[config.mk]
export PLATFORM = sky130hd
export DESIGN_NAME = dms_reconv_stack
export DESIGN_NICKNAME = d
export VERILOG_FILES = /design/src/rtl/dms_pkg.sv /design/src/rtl/dms_rst_sync.sv /design/src/rtl/dms_lane_classify.sv /design/src/rtl/dms_entry_stack.sv /design/src/rtl/dms_reconv_stack.sv
export SDC_FILE = /design/constraint.sdc
export NUM_CORES = 1
export LEC_CHECK = 0
export CAP_MARGIN = 10
export CELL_PAD_IN_SITES_DETAIL_PLACEMENT = 0
export CELL_PAD_IN_SITES_GLOBAL_PLACEMENT = 2
export CORE_MARGIN = 2
export CORE_UTILIZATION = 30
export CTS_CLUSTER_SIZE = 12
export DETAILED_ROUTE_END_ITERATION = 10
export GPL_TIMING_DRIVEN = 0
export HOLD_SLACK_MARGIN = 0.02
export PLACE_DENSITY = 0.64
export SETUP_SLACK_MARGIN = 0.1
export SYNTH_ARGS = -nofsm -noshare
export SYNTH_HDL_FRONTEND = slang
export SYNTH_SLANG_ARGS = --single-unit
[constraint.sdc]
create_clock -name clk -period 29.4 [get_ports clk]
set_clock_uncertainty 0.1 [all_clocks]
set_input_delay 5.88 -clock clk [delete_from_list [all_inputs] [get_ports clk]]
set_output_delay 5.88 -clock clk [all_outputs]
set_load 0.005 [all_outputs]
[src/rtl/dms_pkg.sv]
package dms_pkg;
  // Outcome of a branch against the current active mask
  typedef enum logic [1:0] {
    CLS_NONE    = 2'd0,  // no branch, or no enabled lane taken
    CLS_UNIFORM = 2'd1,  // all enabled lanes taken
    CLS_SPLIT   = 2'd2   // enabled lanes disagree
  } br_class_e;
endpackage

[src/rtl/dms_rst_sync.sv]
module dms_rst_sync (
  input  logic clk,
  input  logic rst_n,
  output logic rst_sync_n
);
  logic [1:0] sync_q;

  always_ff @(posedge clk or negedge rst_n) begin
    if (!rst_n) sync_q <= 2'b00;
    else        sync_q <= {sync_q[0], 1'b1};
  end

  assign rst_sync_n = sync_q[1];
endmodule

[src/rtl/dms_lane_classify.sv]
module dms_lane_classify
  import dms_pkg::*;
#(
  parameter int unsigned LANES = 32
) (
  input  logic             valid,
  input  logic [LANES-1:0] active,
  input  logic [LANES-1:0] taken,
  output logic [LANES-1:0] taken_act,
  output logic [LANES-1:0] fall_act,
  output br_class_e        cls
);
  assign taken_act = taken & active;
  assign fall_act  = ~taken & active;

  always_comb begin
    cls = CLS_NONE;
    if (valid) begin
      if ((taken_act != '0) && (fall_act != '0)) cls = CLS_SPLIT;
      else if (taken_act != '0)                   cls = CLS_UNIFORM;
    end
  end
endmodule

[src/rtl/dms_entry_stack.sv]
module dms_entry_stack #(
  parameter int unsigned LANES = 32,
  parameter int unsigned DEPTH = 8,
  parameter int unsigned PC_W  = 32
) (
  input  logic             clk,
  input  logic             rst_n,
  input  logic             push,
  input  logic [LANES-1:0] push_parent,
  input  logic [LANES-1:0] push_taken,
  input  logic [PC_W-1:0]  push_pc,
  input  logic             pop,
  input  logic             mark,
  output logic [LANES-1:0] top_parent,
  output logic [LANES-1:0] top_taken,
  output logic [PC_W-1:0]  top_pc,
  output logic             top_phase,
  output logic             empty,
  output logic             full
);
  localparam int unsigned CNT_W = $clog2(DEPTH + 1);
  localparam int unsigned IDX_W = (DEPTH > 1) ? $clog2(DEPTH) : 1;

  logic [CNT_W-1:0] cnt_q, cnt_d;
  logic             cnt_en;
  logic [IDX_W-1:0] top_idx;

  logic [LANES-1:0] parent_arr [DEPTH];
  logic [LANES-1:0] taken_arr  [DEPTH];
  logic [PC_W-1:0]  pc_arr     [DEPTH];
  logic             phase_arr  [DEPTH];

  // Occupancy counter: next state
  always_comb begin
    cnt_d  = cnt_q;
    cnt_en = push | pop;
    if (push)     cnt_d = cnt_q + CNT_W'(1);
    else if (pop) cnt_d = cnt_q - CNT_W'(1);
  end

  always_ff @(posedge clk or negedge rst_n) begin
    if (!rst_n)      cnt_q <= '0;
    else if (cnt_en) cnt_q <= cnt_d;
  end

  // One storage slot per level
  for (genvar g = 0; g < DEPTH; g++) begin : g_slot
    localparam logic [CNT_W-1:0] SLOT = CNT_W'(g);
    logic             wr_en, mk_en;
    logic [LANES-1:0] parent_r, taken_r;
    logic [PC_W-1:0]  pc_r;
    logic             phase_r;

    assign wr_en = push && (cnt_q == SLOT);
    assign mk_en = mark && (cnt_q == SLOT + CNT_W'(1));

    always_ff @(posedge clk or negedge rst_n) begin
      if (!rst_n) begin
        parent_r <= '0;
        taken_r  <= '0;
        pc_r     <= '0;
      end else if (wr_en) begin
        parent_r <= push_parent;
        taken_r  <= push_taken;
        pc_r     <= push_pc;
      end
    end

    always_ff @(posedge clk or negedge rst_n) begin
      if (!rst_n)     phase_r <= 1'b0;
      else if (wr_en) phase_r <= 1'b0;
      else if (mk_en) phase_r <= 1'b1;
    end

    assign parent_arr[g] = parent_r;
    assign taken_arr[g]  = taken_r;
    assign pc_arr[g]     = pc_r;
    assign phase_arr[g]  = phase_r;
  end

  assign top_idx    = IDX_W'(cnt_q - CNT_W'(1));
  assign top_parent = parent_arr[top_idx];
  assign top_taken  = taken_arr[top_idx];
  assign top_pc     = pc_arr[top_idx];
  assign top_phase  = phase_arr[top_idx];
  assign empty      = (cnt_q == '0);
  assign full       = (cnt_q == CNT_W'(DEPTH));
endmodule

[src/rtl/dms_reconv_stack.sv]
module dms_reconv_stack
  import dms_pkg::*;
#(
  parameter int unsigned LANES = 32,
  parameter int unsigned DEPTH = 8,
  parameter int unsigned PC_W  = 32
) (
  input  logic             clk,
  input  logic             rst_n,
  input  logic             br_valid,
  input  logic [LANES-1:0] br_taken,
  input  logic [PC_W-1:0]  br_target,
  input  logic             merge_valid,
  output logic [LANES-1:0] active_mask,
  output logic             redir_valid,
  output logic [PC_W-1:0]  redir_pc,
  output logic             ovf_err
);
  logic             rst_sync_n;
  logic [LANES-1:0] mask_q, mask_d;
  logic             mask_en;
  logic             rv_q, rv_d;
  logic [PC_W-1:0]  rpc_q, rpc_d;
  logic             ovf_q, ovf_d;

  logic [LANES-1:0] taken_act, fall_act;
  br_class_e        cls;

  logic             push, pop, mark;
  logic [LANES-1:0] top_parent, top_taken;
  logic [PC_W-1:0]  top_pc;
  logic             top_phase, stk_empty, stk_full;

  dms_rst_sync u_rst (
    .clk        (clk),
    .rst_n      (rst_n),
    .rst_sync_n (rst_sync_n)
  );

  dms_lane_classify #(.LANES(LANES)) u_cls (
    .valid     (br_valid),
    .active    (mask_q),
    .taken     (br_taken),
    .taken_act (taken_act),
    .fall_act  (fall_act),
    .cls       (cls)
  );

  dms_entry_stack #(.LANES(LANES), .DEPTH(DEPTH), .PC_W(PC_W)) u_stk (
    .clk         (clk),
    .rst_n       (rst_sync_n),
    .push        (push),
    .push_parent (mask_q),
    .push_taken  (taken_act),
    .push_pc     (br_target),
    .pop         (pop),
    .mark        (mark),
    .top_parent  (top_parent),
    .top_taken   (top_taken),
    .top_pc      (top_pc),
    .top_phase   (top_phase),
    .empty       (stk_empty),
    .full        (stk_full)
  );

  // Next-state logic: a branch wins over a merge in the same cycle
  always_comb begin
    push   = 1'b0;
    pop    = 1'b0;
    mark   = 1'b0;
    mask_d = mask_q;
    rv_d   = 1'b0;
    rpc_d  = rpc_q;
    ovf_d  = ovf_q;
    unique case (cls)
      CLS_SPLIT: begin
        if (stk_full) begin
          ovf_d = 1'b1;
        end else begin
          push   = 1'b1;
          mask_d = fall_act;
        end
      end
      CLS_UNIFORM: begin
        rv_d  = 1'b1;
        rpc_d = br_target;
      end
      default: begin
        if (!br_valid && merge_valid && !stk_empty) begin
          if (!top_phase) begin
            mark   = 1'b1;
            mask_d = top_taken;
            rv_d   = 1'b1;
            rpc_d  = top_pc;
          end else begin
            pop    = 1'b1;
            mask_d = top_parent;
          end
        end
      end
    endcase
    mask_en = push | pop | mark;
  end

  // State registers with explicit enables
  always_ff @(posedge clk or negedge rst_sync_n) begin
    if (!rst_sync_n)  mask_q <= '1;
    else if (mask_en) mask_q <= mask_d;
  end

  always_ff @(posedge clk or negedge rst_sync_n) begin
    if (!rst_sync_n) rv_q <= 1'b0;
    else             rv_q <= rv_d;
  end

  always_ff @(posedge clk or negedge rst_sync_n) begin
    if (!rst_sync_n) rpc_q <= '0;
    else if (rv_d)   rpc_q <= rpc_d;
  end

  always_ff @(posedge clk or negedge rst_sync_n) begin
    if (!rst_sync_n) ovf_q <= 1'b0;
    else if (ovf_d)  ovf_q <= 1'b1;
  end

  assign active_mask = mask_q;
  assign redir_valid = rv_q;
  assign redir_pc    = rpc_q;
  assign ovf_err     = ovf_q;
endmodule

==> summary by stage <==
Run status
The flow ran to the end, and the final reports show no timing, DRC or antenna violations.

Logic synthesis
After synthesis, the share of flip-flops with an asynchronous set or reset is 100%. The total of warnings raised by yosys is 0. The number of distinct library cell variants in the gate-level netlist after synthesis is 52. The share of synthesized area occupied by flip-flops and latches is 56.9%.

After synthesis the netlist holds a flip-flop and latch count of 848. The count of flip-flops with a built-in enable after synthesis is 0. The mapped netlist covers 37400 um2. The average footprint of a synthesized cell is 11.2 um2. The most instantiated flip-flop cell in the synthesis netlist is sky130_fd_sc_hd__dfrtp_1. The synthesized net count is 3403. Synthesis produced a netlist whose cell count is 3329.

Detailed routing
The total number of vias is about 27000. Summed over all layers, the routed wires come to 142 mm. In this run, the number of DRC markers left after iteration 0 of detailed routing was 2172. The DRC violation count after routing is 0. The via density per instance is 5.19. The per-cell routed wire length is 26.9 um. The first detailed-routing pass ran for 7 iterations. The count of nets left with antenna violations after detail routing is 0.

Power and ir drop
The proportion of total power due to net switching is 33.4%. Dividing total power by cell area gives a power density of between 70 and 80 nW/um2. Overall power consumption after layout is estimated at between 3000 and 4000 uW.

The maximum vdd drop is 0.0462 mV. The net load switching power is 1150 uW. The design internal power is 2290 uW. Combinational cells account for a little over a quarter of the total power. Summed over all cells, the static leakage comes to 0.0199 uW.

The sequential fraction of design power is 35.6%. The share of total power in the clock network is ~38%.

Critical path
The category of the worst setup path capture point is a flop. The critical path's largest stage delay is 1.04 ns. In this run the worst path has a maximum fanout of 10.

The cell family contributing the most delay on the critical path is simple AND/OR/NAND/NOR gates. STA puts the critical path data arrival time at 12.06 ns. The slowest cell on the critical path is sky130_fd_sc_hd__nor4_1. The worst reg-to-reg setup slack is 23.36 ns. In this run the critical register-to-register path is launched from active_mask[17]. The signal on the critical path passes through clkdlybuf4s50_1, nand2_1, nand4_1, nor4_1, a21boi_0, and2_1, ha_1, clkbuf_1, nand3_1, clkbuf_1, clkbuf_1, nand2_1, o21ai_0. The critical path runs through a total of 13 cells. The count of cells along the worst register-to-register path is 12.

The type of the worst setup path is primary input to flop. STA classifies the critical path startpoint as a primary input. The worst flop-to-flop path endpoint is u_stk.g_slot[2].taken_r[18].

Counting stages on the worst path, the most repeated cell is sky130_fd_sc_hd__clkbuf_1. The number of buffer and inverter instances along the worst setup path is 4. The required time of the critical path is 29.90 ns.

Hold path
The worst hold path begins at u_rst.sync_q[0]. The worst min-delay path class is flop to flop. The worst hold path terminates at u_rst.sync_q[1].

The worst hold path passes through 0 cells.

CTS
The TritonCTS clock tree is yes. In this run the number of H-tree levels came out at 3. The number of setup buffers added after CTS is 0. After clock tree synthesis, the clock-pin slew on the worst setup and hold paths is ~0.060 ns. Buffers inserted to repair hold after CTS numbered 0. After clock tree synthesis, the repair step resized 0 gates. The source-to-sink clock delay at the later pin of the worst-skew pair is 0.70 ns. The root cell of the clock tree is sky130_fd_sc_hd__clkbuf_16.

Clock tree synthesis inserted a total of 100 buffers. CTS saw 848 sinks. The clock passes through at most 3 buffers.

Timing
Setup repair after global routing left no endpoint under its margin. The slew at the pin closest to its max-slew limit is 1.31 ns. For the finished layout, the period the worst path requires is 11.56 ns. The number of failing setup endpoints in the final timing report is 0. The least setup slack across all paths after layout is around 18 ns. The count of final hold-check violations came to 0. The maximum clock frequency is roughly 87 MHz. The count of final max-slew check failures was 0. The ratio of final minimum period to clock period is approximately two fifths. The remaining max-slew budget at the tightest pin is 12.4%.

Layout
The final instance area is approximately 44000 um2. The non-filler instance count after layout is 5269. Leaving out fill and tap cells, the most frequent cell in the layout is sky130_fd_sc_hd__dfrtp_1.

The number of nets in the finished design is roughly 3600. In the layout the commonest cells are sky130_fd_sc_hd__dfrtp_1 (815), sky130_fd_sc_hd__nand2_1 (776), sky130_fd_sc_hd__o21ai_0 (590). The area growth from synthesis to layout is 18.6%. The proportion of layout cells with a drive suffix above 1 is 17.0%. Measured on the finished design, the core utilization comes to 35.8%.

The layout has between 10000 and 15000 filler cells.

GRT
The first global-routing pass estimated 207 mm of wire. The all-layer global routing usage is 22.5%. Global routing finished with a remaining overflow of 0. The initial antenna violation count is 6. The via count of the first global-routing pass is 28000. Entering global routing, the biggest net connects 66 pins.

Floorplan
Pin placement for this block handled 134 I/O pins. The row count is 129. The floorplan step set the die height to 357 um. After floorplanning, the core was sized to cover 124000 um2.

The total die area is roughly 130000 um2. The x dimension of the die is ~360 um. For this configuration, the core starts out at a cell density of 30.2%.

Placement
The global placement routability congestion is 0.835. The final HPWL from detailed placement is between 90 and 100 mm. Buffers placed on the I/O ports in this run total around 100.

The placement-stage cell area is 40900 um2. The number of placed cells counting well taps is 5083. The worst setup timing slack at the placement stage is ~17 ns.

Run
The number of maximum-capacitance constraint violations is 0.
==> cell type report <==
type | count | area (um2) | area share, %
Inverter | 37 | 139 | 0.313
Antenna cell | 2 | 5.00 | 0.0113
Timing Repair Buffer | 117 | 1440 | 3.25
Multi-Input combinational cell | 2170 | 14800 | 33.4
Clock inverter | 27 | 380 | 0.859
Buffer | 274 | 1140 | 2.58
Tap cell | 1637 | 2050 | 4.62
Clock buffer | 157 | 3070 | 6.92
Sequential cell | 848 | 21300 | 48.0
==> per-stage QoR <==
| stage | hold slack (ns) | setup TNS, ns |
|---|---|---|
| final | 0.252 | 0 |
| after global routing | 0.269 | 0 |
| after CTS | 0.256 | 0 |
| after detailed placement | 0.243 | 0 |
| after global placement | 0.241 | -6987.41 |
| after floorplan | 0.231 | 0 |
==> cell usage after synthesis, types with 2 or more instances <==
master	n	area, um2
sky130_fd_sc_hd__nand3_1	43	215
sky130_fd_sc_hd__mux4_2	128	2880
sky130_fd_sc_hd__nor2_1	39	146
sky130_fd_sc_hd__mux2_4	30	450
sky130_fd_sc_hd__buf_1	32	120
sky130_fd_sc_hd__mux2i_1	161	1610
sky130_fd_sc_hd__inv_1	36	135
sky130_fd_sc_hd__clkbuf_1	198	743
sky130_fd_sc_hd__a41oi_1	7	61.3
sky130_fd_sc_hd__o22ai_1	79	494
sky130_fd_sc_hd__o21ai_0	590	2950
sky130_fd_sc_hd__xnor2_1	2	17.5
sky130_fd_sc_hd__and3b_1	2	17.5
sky130_fd_sc_hd__buf_4	4	30.0
sky130_fd_sc_hd__dfrtp_1	816	20400
sky130_fd_sc_hd__nand2_1	776	2910
sky130_fd_sc_hd__buf_2	36	180
sky130_fd_sc_hd__ha_1	6	75.1
sky130_fd_sc_hd__nor3_1	2	10.0
sky130_fd_sc_hd__and2_1	3	18.8
sky130_fd_sc_hd__o21ai_1	21	105
sky130_fd_sc_hd__a311oi_1	2	17.5
sky130_fd_sc_hd__nand4_1	13	81.3
sky130_fd_sc_hd__buf_12	3	60.1
sky130_fd_sc_hd__nor4_1	7	43.8
sky130_fd_sc_hd__and3_1	3	18.8
sky130_fd_sc_hd__a22oi_1	31	233
sky130_fd_sc_hd__dfstp_2	32	841
sky130_fd_sc_hd__a31oi_1	5	31.3
sky130_fd_sc_hd__or3_1	4	25.0
sky130_fd_sc_hd__nand3b_1	2	15.0
sky130_fd_sc_hd__mux2_2	196	2210
==> layer usage <==
layer / vias up / GRT usage (%) / wire length (um)
met5: - / 0 / 62
met3: 197 / 3.14 / 6490
li1: 12100 / - / -
met2: 683 / 36.4 / 67100
met4: 10 / 6.34 / 3900
met1: 14400 / 31.4 / 64400
==> worst max path at each step <==
stage                                        end            start
finish               u_stk.g_slot[2].taken_r[18]      br_taken[0]
global route         u_stk.g_slot[2].taken_r[11]      br_taken[0]
CTS                 u_stk.g_slot[7].parent_r[17]      br_taken[0]
detailed placement  u_stk.g_slot[0].parent_r[16]      br_taken[0]
global placement    u_stk.g_slot[4].parent_r[15]  u_rst.sync_q[1]
floorplan                                ovf_err  u_rst.sync_q[1]
==> kinds of logic after synthesis <==
group	count (synthesis)	synth area share [%]
AND/OR/NAND/NOR	900	9.52
flip-flops	848	56.9
AO/OA/AOI/OAI	744	10.7
multiplexers	515	19.1
buffers and inverters	311	3.44
adder cells (fa/ha/maj)	6	0.201
XOR/XNOR	4	0.134
other	1	0.0100
==> flip-flops by register name, indices dropped and copies added, names as in the netlist <==
register	count
u_stk.g_slot.pc_r	256
redir_valid	1
u_stk.g_slot.phase_r	8
redir_pc	32
u_stk.g_slot.taken_r	256
active_mask	32
u_stk.g_slot.parent_r	256
u_stk.cnt_q	4
ovf_err	1
u_rst.sync_q	2
==> power groups by stage <==
stage	logic, uW	clock network (uW)	registers (uW)
after global placement	891	0	1270
after floorplan	521	0	1260
final	911	1300	1220
after detailed placement	922	0	1240
after global routing	952	1380	1230
after CTS	924	1330	1220
Note: power is estimated with default switching activity, not from simulation.
